### src/rtl/pbm_pkg.sv
// Package: shared register addresses and control bit positions for the
// sample bus pattern checker. Assumes a register address space of at least
// 16 words so that the key window fits above the control registers.
package pbm_pkg;
    localparam int REG_CTRL     = 0;
    localparam int REG_STATUS   = 1;
    localparam int REG_MASK     = 2;
    localparam int REG_BITERR   = 3;
    localparam int KEY_BASE     = 8;
    localparam int CTRL_CHK_BIT = 0;
    localparam int CTRL_ALM_BIT = 1;
endpackage

### src/rtl/pbm_regs.sv
// Module: pbm_regs
// Holds the control register, the mask register and the expected keys, and
// produces the registered read data. Assumes the error and status registers
// live in the capture unit and arrive here only for read-back.
module pbm_regs
    import pbm_pkg::*;
#(
    parameter int SAMPLE_W = 16,
    parameter int NUM_KEYS = 8,
    parameter int ADDR_W   = 4
) (
    input  logic                         clk,
    input  logic                         rst_n,
    input  logic                         wr_en,
    input  logic [ADDR_W-1:0]            wr_addr,
    input  logic [SAMPLE_W-1:0]          wr_data,
    input  logic                         rd_en,
    input  logic [ADDR_W-1:0]            rd_addr,
    input  logic                         status_bit,
    input  logic [SAMPLE_W-1:0]          biterr,
    output logic                         chk_en,
    output logic                         alm_en,
    output logic                         mask_bit,
    output logic [NUM_KEYS*SAMPLE_W-1:0] keys_flat,
    output logic [SAMPLE_W-1:0]          rd_data
);
    logic [1:0]          ctrl_q;
    logic                mask_q;
    logic [SAMPLE_W-1:0] rd_mux;
    logic [SAMPLE_W-1:0] rd_q;

    // Control register: check enable and alarm output enable.
    always_ff @(posedge clk) begin
        if (!rst_n)
            ctrl_q <= '0;
        else if (wr_en && wr_addr == ADDR_W'(REG_CTRL))
            ctrl_q <= {wr_data[CTRL_ALM_BIT], wr_data[CTRL_CHK_BIT]};
    end

    // Mask register: alarm masked after reset.
    always_ff @(posedge clk) begin
        if (!rst_n)
            mask_q <= 1'b1;
        else if (wr_en && wr_addr == ADDR_W'(REG_MASK))
            mask_q <= wr_data[0];
    end

    // One register per expected key, each decoded at its own address.
    for (genvar k = 0; k < NUM_KEYS; k++) begin : g_key
        logic [SAMPLE_W-1:0] key_q;
        // Load key k on a write to its address.
        always_ff @(posedge clk) begin
            if (!rst_n)
                key_q <= '0;
            else if (wr_en && wr_addr == ADDR_W'(KEY_BASE + k))
                key_q <= wr_data;
        end
        assign keys_flat[k*SAMPLE_W +: SAMPLE_W] = key_q;
    end

    // Read selection; unused addresses and bits give zero.
    always_comb begin
        rd_mux = '0;
        if (rd_addr == ADDR_W'(REG_CTRL))
            rd_mux[1:0] = ctrl_q;
        else if (rd_addr == ADDR_W'(REG_STATUS))
            rd_mux[0] = status_bit;
        else if (rd_addr == ADDR_W'(REG_MASK))
            rd_mux[0] = mask_q;
        else if (rd_addr == ADDR_W'(REG_BITERR))
            rd_mux = biterr;
        for (int k = 0; k < NUM_KEYS; k++) begin
            if (rd_addr == ADDR_W'(KEY_BASE + k))
                rd_mux = keys_flat[k*SAMPLE_W +: SAMPLE_W];
        end
    end

    // Read data register, loaded only on a read strobe.
    always_ff @(posedge clk) begin
        if (!rst_n)
            rd_q <= '0;
        else if (rd_en)
            rd_q <= rd_mux;
    end

    assign chk_en   = ctrl_q[CTRL_CHK_BIT];
    assign alm_en   = ctrl_q[CTRL_ALM_BIT];
    assign mask_bit = mask_q;
    assign rd_data  = rd_q;
endmodule

### src/rtl/pbm_sequencer.sv
// Module: pbm_sequencer
// Tracks which key the current sample belongs to. A frame pulse forces slot
// 0, the slot advances on every compared sample and wraps after the last
// key. Assumes frame is only meaningful together with valid.
module pbm_sequencer #(
    parameter int NUM_KEYS = 8,
    localparam int IDX_W   = (NUM_KEYS > 1) ? $clog2(NUM_KEYS) : 1
) (
    input  logic             clk,
    input  logic             rst_n,
    input  logic             chk_en,
    input  logic             smp_valid,
    input  logic             smp_frame,
    output logic [IDX_W-1:0] slot,
    output logic             cmp_go
);
    logic [IDX_W-1:0] idx_q;
    logic             aligned_q;

    // Slot of the sample on the bus this cycle.
    always_comb begin
        slot   = smp_frame ? '0 : idx_q;
        cmp_go = chk_en && smp_valid && (smp_frame || aligned_q);
    end

    // Advance the key index and track alignment to the frame pulse.
    always_ff @(posedge clk) begin
        if (!rst_n || !chk_en) begin
            idx_q     <= '0;
            aligned_q <= 1'b0;
        end else if (cmp_go) begin
            aligned_q <= 1'b1;
            idx_q     <= (slot == IDX_W'(NUM_KEYS - 1)) ? '0 : slot + 1'b1;
        end
    end
endmodule

### src/rtl/pbm_capture.sv
// Module: pbm_capture
// Compares a sample with its key and keeps the sticky per-bit error register
// and the pattern status alarm. A software write keeps only bits written as
// one; a hardware error in the same cycle still sets its bits.
module pbm_capture
    import pbm_pkg::*;
#(
    parameter int SAMPLE_W = 16,
    parameter int NUM_KEYS = 8,
    parameter int ADDR_W   = 4,
    localparam int IDX_W   = (NUM_KEYS > 1) ? $clog2(NUM_KEYS) : 1
) (
    input  logic                         clk,
    input  logic                         rst_n,
    input  logic                         wr_en,
    input  logic [ADDR_W-1:0]            wr_addr,
    input  logic [SAMPLE_W-1:0]          wr_data,
    input  logic                         cmp_go,
    input  logic [IDX_W-1:0]             slot,
    input  logic [SAMPLE_W-1:0]          smp_data,
    input  logic [NUM_KEYS*SAMPLE_W-1:0] keys_flat,
    output logic [SAMPLE_W-1:0]          err_vec,
    output logic [SAMPLE_W-1:0]          biterr,
    output logic                         status_bit
);
    logic [SAMPLE_W-1:0] key_sel;
    logic [SAMPLE_W-1:0] biterr_q;
    logic                status_q;
    logic                wr_biterr;
    logic                wr_status;

    // Pick the key of this slot and form the per-bit mismatch.
    always_comb begin
        key_sel   = keys_flat[slot*SAMPLE_W +: SAMPLE_W];
        err_vec   = cmp_go ? (smp_data ^ key_sel) : '0;
        wr_biterr = wr_en && wr_addr == ADDR_W'(REG_BITERR);
        wr_status = wr_en && wr_addr == ADDR_W'(REG_STATUS);
    end

    // Sticky per-bit error capture; error bits win over a clear.
    always_ff @(posedge clk) begin
        if (!rst_n)
            biterr_q <= '0;
        else
            biterr_q <= (wr_biterr ? (biterr_q & wr_data) : biterr_q) | err_vec;
    end

    // Sticky pattern alarm status; an error wins over a clear.
    always_ff @(posedge clk) begin
        if (!rst_n)
            status_q <= 1'b0;
        else
            status_q <= (wr_status ? (status_q & wr_data[0]) : status_q) | (|err_vec);
    end

    assign biterr     = biterr_q;
    assign status_bit = status_q;
endmodule

### src/rtl/pbm_alarm.sv
// Module: pbm_alarm
// Registered alarm output: any status alarm that is set and not masked
// drives the output while the output enable is on. Assumes equal-width
// status and mask vectors.
module pbm_alarm #(
    parameter int NUM_ALARMS = 1
) (
    input  logic                  clk,
    input  logic                  rst_n,
    input  logic                  alm_en,
    input  logic [NUM_ALARMS-1:0] status,
    input  logic [NUM_ALARMS-1:0] mask,
    output logic                  alarm_out
);
    logic alarm_q;

    // Register the gated OR of unmasked status alarms.
    always_ff @(posedge clk) begin
        if (!rst_n)
            alarm_q <= 1'b0;
        else
            alarm_q <= alm_en && (|(status & ~mask));
    end

    assign alarm_out = alarm_q;
endmodule

### src/rtl/bus_pattern_monitor.sv
// Module: bus_pattern_monitor (top)
// Checks a parallel sample bus against eight programmable keys that are
// aligned by a frame pulse. It keeps sticky bit errors and a status alarm,
// and gates the alarm to a pin through a mask and an output enable. Assumes
// a synchronous active-low reset and one sample per clock at most.
module bus_pattern_monitor #(
    parameter int SAMPLE_W = 16,
    parameter int NUM_KEYS = 8,
    parameter int ADDR_W   = 4
) (
    input  logic                clk,
    input  logic                rst_n,
    input  logic                wr_en,
    input  logic [ADDR_W-1:0]   wr_addr,
    input  logic [SAMPLE_W-1:0] wr_data,
    input  logic                rd_en,
    input  logic [ADDR_W-1:0]   rd_addr,
    output logic [SAMPLE_W-1:0] rd_data,
    input  logic                smp_valid,
    input  logic                smp_frame,
    input  logic [SAMPLE_W-1:0] smp_data,
    output logic                alarm_out
);
    localparam int IDX_W = (NUM_KEYS > 1) ? $clog2(NUM_KEYS) : 1;

    logic                         chk_en;
    logic                         alm_en;
    logic                         mask_bit;
    logic                         status_bit;
    logic                         cmp_go;
    logic [IDX_W-1:0]             slot;
    logic [SAMPLE_W-1:0]          err_vec;
    logic [SAMPLE_W-1:0]          biterr;
    logic [NUM_KEYS*SAMPLE_W-1:0] keys_flat;

    pbm_regs #(.SAMPLE_W(SAMPLE_W), .NUM_KEYS(NUM_KEYS), .ADDR_W(ADDR_W)) u_regs (
        .clk(clk), .rst_n(rst_n),
        .wr_en(wr_en), .wr_addr(wr_addr), .wr_data(wr_data),
        .rd_en(rd_en), .rd_addr(rd_addr),
        .status_bit(status_bit), .biterr(biterr),
        .chk_en(chk_en), .alm_en(alm_en), .mask_bit(mask_bit),
        .keys_flat(keys_flat), .rd_data(rd_data)
    );

    pbm_sequencer #(.NUM_KEYS(NUM_KEYS)) u_seq (
        .clk(clk), .rst_n(rst_n), .chk_en(chk_en),
        .smp_valid(smp_valid), .smp_frame(smp_frame),
        .slot(slot), .cmp_go(cmp_go)
    );

    pbm_capture #(.SAMPLE_W(SAMPLE_W), .NUM_KEYS(NUM_KEYS), .ADDR_W(ADDR_W)) u_cap (
        .clk(clk), .rst_n(rst_n),
        .wr_en(wr_en), .wr_addr(wr_addr), .wr_data(wr_data),
        .cmp_go(cmp_go), .slot(slot), .smp_data(smp_data),
        .keys_flat(keys_flat),
        .err_vec(err_vec), .biterr(biterr), .status_bit(status_bit)
    );

    pbm_alarm #(.NUM_ALARMS(1)) u_alm (
        .clk(clk), .rst_n(rst_n), .alm_en(alm_en),
        .status(status_bit), .mask(mask_bit),
        .alarm_out(alarm_out)
    );
endmodule

### config.mk
export PLATFORM = sky130hd
export DESIGN_NAME = bus_pattern_monitor
export DESIGN_NICKNAME = d
export VERILOG_FILES = /design/src/rtl/pbm_pkg.sv /design/src/rtl/pbm_regs.sv /design/src/rtl/pbm_sequencer.sv /design/src/rtl/pbm_capture.sv /design/src/rtl/pbm_alarm.sv /design/src/rtl/bus_pattern_monitor.sv
export SDC_FILE = /design/constraint.sdc
export NUM_CORES = 1
export LEC_CHECK = 0
export BUFFER_PORTS_ARGS = -buffer_cell sky130_fd_sc_hd__buf_2
export CAP_MARGIN = 30
export CORE_MARGIN = 2
export CORE_UTILIZATION = 55
export CTS_CLUSTER_DIAMETER = 200
export DETAILED_ROUTE_END_ITERATION = 7
export PLACE_DENSITY = 0.72
export SKIP_LAST_GASP = 1
export SYNTH_ARGS = -nofsm -noshare
export SYNTH_HDL_FRONTEND = slang
export SYNTH_HIERARCHICAL = 1
export SYNTH_SLANG_ARGS = --single-unit
### constraint.sdc
create_clock -name clk -period 7 [get_ports clk]
set_input_delay 0 -clock clk [delete_from_list [all_inputs] [get_ports clk]]
set_output_delay 0 -clock clk [all_outputs]
set_load 0.005 [all_outputs]
# Word level (Yosys, flattened, before mapping)
# Cells that the tools add are included.
dict set report word_totals {
  wordCells 90
  out_inout_bits 17
  regBits 169
}
dict set report op_classes {
  n_eq_ne 23
  reduce_logical 22
  add_sub_neg 1
  n_mux 20
  n_shift 1
  bitwise 7
}
# cell n
set op_table {}
lappend op_table {{2-to-1 mux 16 bit} 11}
lappend op_table {{variable part select 128 x 8 -> 16 bit} 1}
lappend op_table {{equality test 4 bit, second input constant} 16}
lappend op_table {{2-to-1 mux 15 bit} 2}
lappend op_table {{bitwise AND 16 bit} 1}
lappend op_table {{equality test 4 x 2 -> 1 bit, second input constant} 4}
lappend op_table {{bitwise OR 16 bit} 1}
lappend op_table {{OR reduction 16 bit} 1}
lappend op_table {{bitwise XOR 16 bit} 1}
lappend op_table {{logical AND 1 bit} 15}
lappend op_table {{2-to-1 mux 14 bit} 1}
lappend op_table {{equality test 4 x 1 -> 1 bit, second input constant} 2}
lappend op_table {{zero test 4 bit} 2}
lappend op_table {{2-to-1 mux 3 bit} 2}
lappend op_table {{adder 3 x 1 -> 3 bit, second input constant} 1}
lappend op_table {{equality test 3 bit, second input constant} 1}
lappend op_table {{2-to-1 mux 1 bit} 3}
lappend op_table {{bitwise AND 1 bit} 2}
lappend op_table {{zero test 1 bit} 2}
lappend op_table {{logical OR 1 bit} 2}
lappend op_table {{2-to-1 mux 2 bit} 1}
lappend op_table {{NOT 1 bit} 1}
lappend op_table {{bitwise OR 1 bit} 1}

# Logic depth before layout (Yosys ltp)
# Gate-level depths: netlist of run 1.
dict set report logic_depth {
  ltp_word 13
  ltp_mapped 10
  depth_no_buf 8
}

# By module
# The synthesis of run 1 kept the hierarchy.
# mod instances cells_each seq_area_each_um2 area_each_um2
set by_module_without_submodules {}
lappend by_module_without_submodules {pbm_regs 1 862 2942.8 7410.9}
lappend by_module_without_submodules {pbm_capture 1 211 340.3 2011.9}
lappend by_module_without_submodules {pbm_sequencer 1 23 80.1 211.5}
lappend by_module_without_submodules {pbm_alarm 1 2 20.0 30.0}

# Least setup slack after synthesis of run 1
# No wires, ideal clock.
dict set report synth_path {
  kind {reg-to-reg}
  from {reg u_seq.idx_q[0]}
  to {reg u_cap.status_q (netlist: u_cap/status_bit)}
  stages_incl_launch_ff 9
  required_ps 6880
  arrival_ps 2231
  setup_ps 120
  setup_slack_ps 4649
  synth_period_minus_slack_ps 2351
  cell_sequence {dfxtp_1 > nor2b_1 > buf_6 > mux4_2 > mux2i_1 > xnor2_1 > and2_1 > or3_1 > o31a_1}
}
dict set report synth_via {
  elab_chain_len 6
}
# item line_no
set synth_rtl {}
lappend synth_rtl {{start: declaration} pbm_sequencer.sv:17} ;# logic [IDX_W-1:0] idx_q;
lappend synth_rtl {{start signal: assignment} pbm_sequencer.sv:33} ;# idx_q <= (slot == IDX_W'(NUM_KEYS - 1)) ? '0 : slot + 1'b1;
lappend synth_rtl {{2-to-1 mux 3 bit} pbm_sequencer.sv:22} ;# slot = smp_frame ? '0 : idx_q;
lappend synth_rtl {{net slot[0]} bus_pattern_monitor.sv:31} ;# logic [IDX_W-1:0] slot;
lappend synth_rtl {{variable part select 128 x 8 -> 16 bit} pbm_capture.sv:34} ;# key_sel = keys_flat[slot*SAMPLE_W +: SAMPLE_W];
lappend synth_rtl {{bitwise XOR 16 bit} pbm_capture.sv:35} ;# err_vec = cmp_go ? (smp_data ^ key_sel) : '0;
lappend synth_rtl {{2-to-1 mux 16 bit} pbm_capture.sv:35}
lappend synth_rtl {{net err_vec[2]} bus_pattern_monitor.sv:32} ;# logic [SAMPLE_W-1:0] err_vec;
lappend synth_rtl {{OR reduction 16 bit} pbm_capture.sv:53} ;# status_q <= (wr_status ? (status_q & wr_data[0]) : status_q) | (|err_vec);
lappend synth_rtl {{bitwise OR 1 bit} pbm_capture.sv:53}
lappend synth_rtl {{end signal: assignment} pbm_capture.sv:53}
lappend synth_rtl {{end: declaration} pbm_capture.sv:28} ;# logic status_q;
# The timed path passes the listed nets, and every way through them passes these cells.
# A chain may end at the register's enable or synchronous reset.

# Final worst setup path of run 1
# Ends and elaborated chain as after synthesis.

==> results of run 1 <==
-- metal layers --
metal,GRT usage,part of all wire
met2,0.544,0.46
met5,0,0
met3,0.0712,0.089
met4,0.156,0.040
met1,0.448,0.41
-- registers in the layout (all words and copies together) (netlist names) --
| name | cells |
|---|---|
| u_alm/alarm_out | 1 |
| u_seq/idx_q | 3 |
| u_cap/status_bit | 1 |
| u_seq/aligned_q | 1 |
| u_regs/mask_bit | 1 |
| u_regs/ctrl_q | 2 |
| u_regs/g_key.key_q | 128 |
| u_cap/biterr | 16 |
| u_regs/rd_data | 16 |
-- repair_timing --
| action | CTS | global route |
|---|---|---|
| hold buffers | 22 | 0 |
| endpoints found under the hold margin | 117 | 0 |
| setup endpoints to repair | 0 | 0 |
-- cells in the final DEF (no fill, tap or decap), types with 12 or more instances in the layout --
| master | n |
|---|---|
| clkbuf_16 | 18 |
| mux2i_1 | 101 |
| a21boi_0 | 70 |
| dlygate4sd3_1 | 22 |
| dfxtp_1 | 169 |
| nand3_1 | 34 |
| o21a_1 | 26 |
| buf_2 | 61 |
| a21oi_1 | 24 |
| nor2b_1 | 54 |
| a21boi_1 | 17 |
| a22oi_1 | 12 |
| nor2_1 | 13 |
| o22ai_1 | 34 |
| o21ai_0 | 44 |
| nand3b_1 | 14 |
| mux2_2 | 25 |
| a211o_1 | 12 |
| buf_4 | 17 |
| nand2_1 | 143 |
| nand2b_1 | 15 |
| inv_1 | 28 |
| and2_1 | 17 |
-- path summary, 6_finish.rpt --
kind | start | endpoint | slack, ps
worst max-delay path | u_seq/idx_q[0] | u_cap/status_bit | 3930
worst min-delay path | wr_addr[3] | u_regs/mask_bit | 30
worst max register to register | u_seq/idx_q[0] | u_cap/status_bit | 3930
worst min register to register | u_regs/g_key[2].key_q[7] | u_regs/g_key[2].key_q[7] | 470
-- cell type report --
cell class,instances,area (µm²)
Sequential cell,169,3380
Clock inverter,10,141
Multi-Input combinational cell,789,5630
Tap cell,225,282
Clock buffer,22,484
Timing Repair Buffer,102,693
Inverter,28,105
Fill cell,1448,6520
-- worst register-to-register path, delay by kind of cell (launching register included) --
kind / cells / cell delay [ps]
buffers and inverters: 1 / 730
AO/OA/AOI/OAI: 3 / 630
multiplexers: 2 / 610
flip-flops: 1 / 340
AND/OR/NAND/NOR: 3 / 660
-- report_power, final --
group          total [mW]  leakage (nW)  internal [mW]  switching, mW
clock network       0.998         0.291          0.600          0.399
logic               0.212          2.30         0.0760          0.136
registers           0.985          1.36          0.975         0.0103
==> results.md, run 1 <==
* Worst setup slack after placement at approximately 4000 ps
* Starting Density at 0.560
* Placed cells at roughly 1,300
* Core Area at about 17,000 µm²
* Fin. max-slew vios at 0
* Fraction of layout cells with a size suffix above 1 at 0.146
* Peak VDD IR at approximately 180 µV
* Reg2reg path depth at 9
* Critical path depth at 9
* CP endpoint kind: flip-flop
* Type of the tightest min-delay check: primary input to flip-flop
* Initial DRC count at around 1,100
* CP max FO at 58
* Via count at between 8,000 and 9,000
* Syn avg cell area at approximately 8.8 µm²
* Fin Clk Skew at 8.85 ps
* Status: finished clean
* Max Buffers Root-to-Sink at 2
* Final WS setup at 3930 ps
* Final min period at 3070 ps
* Max_cap viols at 0
* Max-slew headroom at 0.295
* Total track usage at 0.343
* Initial antenna violation count at 0
* Placer Congestion at around 0.87
* Area Growth Syn to Fin at 11.0%
* Site Rows at 48
* Drt drc at 0
* Post-route ant nets at 0
* Non-Filler Instances at about 1,300
* Max incr delay on CP at between 700 and 800 ps
* Final Util at 0.622
* Unrepaired setup endpoints after global routing: no
* Worst Tran Pin Value at between 1000 and 1500 ps
* YS warnings at 6
* Final Setup Violations at 0
* # port buffers at 62
* CP cell instances: nor2b_4 > buf_4 > mux2_2 > o22ai_1 > a221oi_2 > mux2i_1 > nor4_1 > nand3_1 > o31a_1
* Layout Nets at ~1,200
* CTS tree: yes
* CP Buf/Inv Count at 1
* Final Instance Area at 10,700 µm²
* Leak at about 4.0 nW
* Mapped Cells at approximately 1,100
* Clk Latency, worst-skew pair at approximately 430 ps
* WL final at around 31 mm
* Slowest stage cell, crit path: buf_4
* H-tree Lvls at 4
* Largest net degree at the start of global routing at approximately 110
* Via-per-instance ratio at between 6 and 7
* Clock transition at the registers of the reported paths at approximately 70 ps
* Detailed Place HPWL at 19.5 mm
* Total power at about 2.2 mW
* Setup tns final at 0 ps
* Top delay family on crit path: buffers and inverters
* Die X at 136 µm
* Drt pass-1 iters at 6
* Mapped Area at about 9700 µm²
* Num ports at 63
* Setup crit start kind: flip-flop
* Die height at 136 µm
* Vias in the first global route at approximately 8,000
* First-pass GRT wire length at approximately 48 mm
* Power Density at slightly above 200 nW/µm²
* CTS Buf Count at 17
* Die area at roughly 19,000 µm²
* CP Data Arrival Time at about 3400 ps
* Clock sinks at 169
* CTS root buf: clkbuf_16
* Resized Gates After CTS at 0
* Syn_nets at ~1,100
* Final Cycle Share at 0.438
* Hold Violations, Final at 0
* Worst path required time at approximately 7300 ps
* Postcts setup bufs at 0
* Critical setup path kind: flip-flop to flip-flop
* Min Hold Slack at approximately 26 ps
* Avg WL per Cell at about 23 µm
* Hold depth at 4
* Antenna cell count at 0
* Dpl cell area at roughly 10000 µm²
* Max Clk Rate at around 0.33 GHz
* Total congestion overflow at 0
Note: power is estimated with default switching activity, not from simulation.
==> run 2: changes to the inputs <==
--- a/config.mk
+++ b/config.mk
@@ -11,7 +11,7 @@
 export CORE_UTILIZATION = 55
 export CTS_CLUSTER_DIAMETER = 200
 export DETAILED_ROUTE_END_ITERATION = 7
-export PLACE_DENSITY = 0.72
+export PLACE_DENSITY = 0.75
 export SKIP_LAST_GASP = 1
 export SYNTH_ARGS = -nofsm -noshare
 export SYNTH_HDL_FRONTEND = slang
==> constraint.sdc (replaced) <==
create_clock -name clk -period 2.55 [get_ports clk]
set_input_delay 0 -clock clk [delete_from_list [all_inputs] [get_ports clk]]
set_output_delay 0 -clock clk [all_outputs]
set_load 0.005 [all_outputs]
==> run 2 against run 1 <==
The flow now finishes with violations (DRC). Clock power grew to 3.0 times the previous value. Largest cell class unchanged. First-iteration DRC count shrank 3.0%. Largest power group unchanged. Die area is the same. Global-route usage shrank 0.33 points. Fmax grew 21%. Critical path type unchanged. Non-clock buffer count grew 37. Count of clock-buffer cells in the layout shrank 1. Core utilization grew 2.9 points.
==> results.md, run 2 (synthesized netlist as in run 1, its figures left out) <==
* Status: finished with violations (was finished clean)
* Violated checks: DRC
* Vias in the first global route at 8,678 (was 8,068)
* Die area at 18,600 µm² (unchanged)
* Type of the tightest min-delay check: primary input to flip-flop (unchanged)
* Via count at 8,893 (was 8,689)
* Starting Density at 0.560 (unchanged)
* Largest net degree at the start of global routing at 93 (was 106)
* Avg WL per Cell at 23.0 µm (was 23.3 µm)
* Fin. max-slew vios at 0 (unchanged)
* Worst path required time at 2870 ps (was 7320 ps)
* Largest Register: u_regs/g_key.key_q (unchanged)
* Post-route ant nets at 0 (unchanged)
* Max Clk Rate at 0.394 GHz (was 0.326 GHz)
* Layout Nets at 1,191 (was 1,154)
* Peak VDD IR at 474 µV (was 176 µV)
* Unrepaired setup endpoints after global routing: yes (was no)
* Clock network fraction of total power at 0.475 (was 0.455)
* Fraction of layout cells with a size suffix above 1 at 0.185 (was 0.146)
* Most frequent cells in the layout: 168 x dfxtp_1, 143 x nand2_1, 98 x mux2i_1 (was 169 x dfxtp_1, 143 x nand2_1, 101 x mux2i_1)
* Switching pwr at 1.48 mW (was 0.545 mW)
* Placer Congestion at 0.973 (was 0.866)
* Core Area at 17,200 µm² (unchanged)
* Final Cycle Share at 0.995 (was 0.438)
* Site Rows at 48 (unchanged)
* Fin Clk Skew at 9.86 ps (was 8.85 ps)
* Max_cap viols at 0 (unchanged)
* Dpl cell area at 10,100 µm² (was 9820 µm²)
* Worst Tran Pin Value at 1070 ps (was 1060 ps)
* Combinational power share at 0.093 (was 0.096)
* Hold Violations, Final at 0 (unchanged)
* Max-slew headroom at 0.288 (was 0.295)
* Min Hold Slack at 45.4 ps (was 26.1 ps)
* Setup crit start kind: flip-flop (unchanged)
* Critical setup path kind: flip-flop to flip-flop (unchanged)
* Most common cell after layout, fill and taps aside: dfxtp_1 (unchanged)
* Max reg flops at 128 (unchanged)
* Leak at 4.23 nW (was 3.96 nW)
* Area Growth Syn to Fin at 16.2% (was 11.0%)
* # port buffers at 62 (unchanged)
* Drt drc at 12 (was 0)
* CTS root buf: clkbuf_16 (unchanged)
* First-pass GRT wire length at 47.9 mm (was 47.6 mm)
* Detailed Place HPWL at 20.7 mm (was 19.5 mm)
* Initial DRC count at 1,038 (was 1,070)
* H-tree Lvls at 4 (unchanged)
* CTS Buf Count at 17 (unchanged)
* Die X at 136 µm (unchanged)
* Int Power at 4.79 mW (was 1.65 mW)
* Total track usage at 0.339 (was 0.343)
* CP Data Arrival Time at 2850 ps (was 3390 ps)
* Clk Latency, worst-skew pair at 420 ps (was 430 ps)
* Via-per-instance ratio at 6.43 (was 6.46)
* WL final at 31.8 mm (was 31.4 mm)
* Clock sinks at 169 (unchanged)
* Die height at 136 µm (unchanged)
* Drt pass-1 iters at 8 (was 6)
* CP max FO at 7 (was 58)
* Final Util at 0.651 (was 0.622)
* CP endpoint kind: flip-flop (unchanged)
* Power Density at 559 nW/µm² (was 205 nW/µm²)
* Initial antenna violation count at 0 (unchanged)
* Final Setup Violations at 0 (unchanged)
* Register share of total power at 0.431 (was 0.449)
* Num ports at 63 (unchanged)
* Final Instance Area at 11,200 µm² (was 10,700 µm²)
* Final min period at 2540 ps (was 3070 ps)
* Clock transition at the registers of the reported paths at 70 ps (about the same)
* Total congestion overflow at 0 (unchanged)
* Max Buffers Root-to-Sink at 2 (unchanged)
* Antenna cell count at 0 (unchanged)
* CTS tree: yes (unchanged)
* Switching part of the total at 0.237 (was 0.248)
* Fillers at 1,360 (was 1,448)
## run 2: cell types whose count changed in the layout (fill, tap and decap cells not counted), sizes merged
cell,previous run,this run
clkinv,2,3
buf,79,116
clkinvlp,5,2
bufinv,3,6
clkbuf,23,22
## run 2: what timing repair did
action | in CTS | in global routing
gates resized for setup | 1 | 19
hold buffers | 22 | 0
setup buffers | 1 | 8
endpoints found under the setup margin | 1 | 1
cloned | 1 | 1
pin swaps | 0 | 3
endpoints found under the hold margin | 121 | 0
## run 2: cell type report
class                      count  area [µm²]  area share
clock buffer                  21         460      0.0410
tap                          225         282      0.0251
inverter                      28         105     0.00937
multi-input combinational    789        5710       0.509
clock inverter                11         218      0.0194
timing repair buffer         139        1050      0.0939
sequential                   169        3380       0.302
## run 2: final timing paths
kind	slack [ps]	endpoint	startpoint	cells after the start
worst min-delay path	50	u_cap/biterr[12]	smp_data[12]	4
worst max register to register	10	u_cap/status_bit	u_seq/idx_q[0]	8
worst min register to register	480	u_regs/g_key[2].key_q[8]	u_regs/g_key[2].key_q[8]	2
worst max-delay path	10	u_cap/status_bit	u_seq/idx_q[0]	8
## run 2: metrics by stage
| stage | TNS, ps | instances | worst slack [ps] | power [mW] |
|---|---|---|---|---|
| 6_report | 0 | 1382 | 12.1 | 6.27 |
| 5_1_grt | -57.8 | 1382 | -57.8 | 6.43 |
| 4_1_cts | 0 | 1373 | 0.441 | 6.26 |
| 3_5_place_dp | -142 | 1317 | -142 | 3.30 |
| 3_3_place_gp | -102 | 1316 | -102 | 3.29 |
| 2_1_floorplan | 0 | 1095 | 199 | 3.11 |
## run 2: per-layer routing
layer	vias up	GRT usage	share of wire
met3	143	0.0731	0.084
li1	4017	-	-
met5	-	0	0
met1	4241	0.408	0.39
met4	0	0.209	0.058
met2	492	0.553	0.47
## run 2: critical path, stage by stage, from the launching register on
cell and delay, ps:
dfxtp_2 330, nor2b_4 280, clkbuf_16 220, mux4_2 520
mux2i_1 190, xnor2_1 80, and2_1 170, or3_4 410
o31a_1 240
## run 2: power groups by stage
| stage | registers, mW | logic [mW] | clock network, mW |
|---|---|---|---|
| after CTS | 2.71 | 0.562 | 2.99 |
| after global routing | 2.71 | 0.614 | 3.10 |
| final | 2.71 | 0.586 | 2.98 |
| after floorplan | 2.75 | 0.352 | 0 |
| after detailed placement | 2.77 | 0.534 | 0 |
| after global placement | 2.76 | 0.528 | 0 |
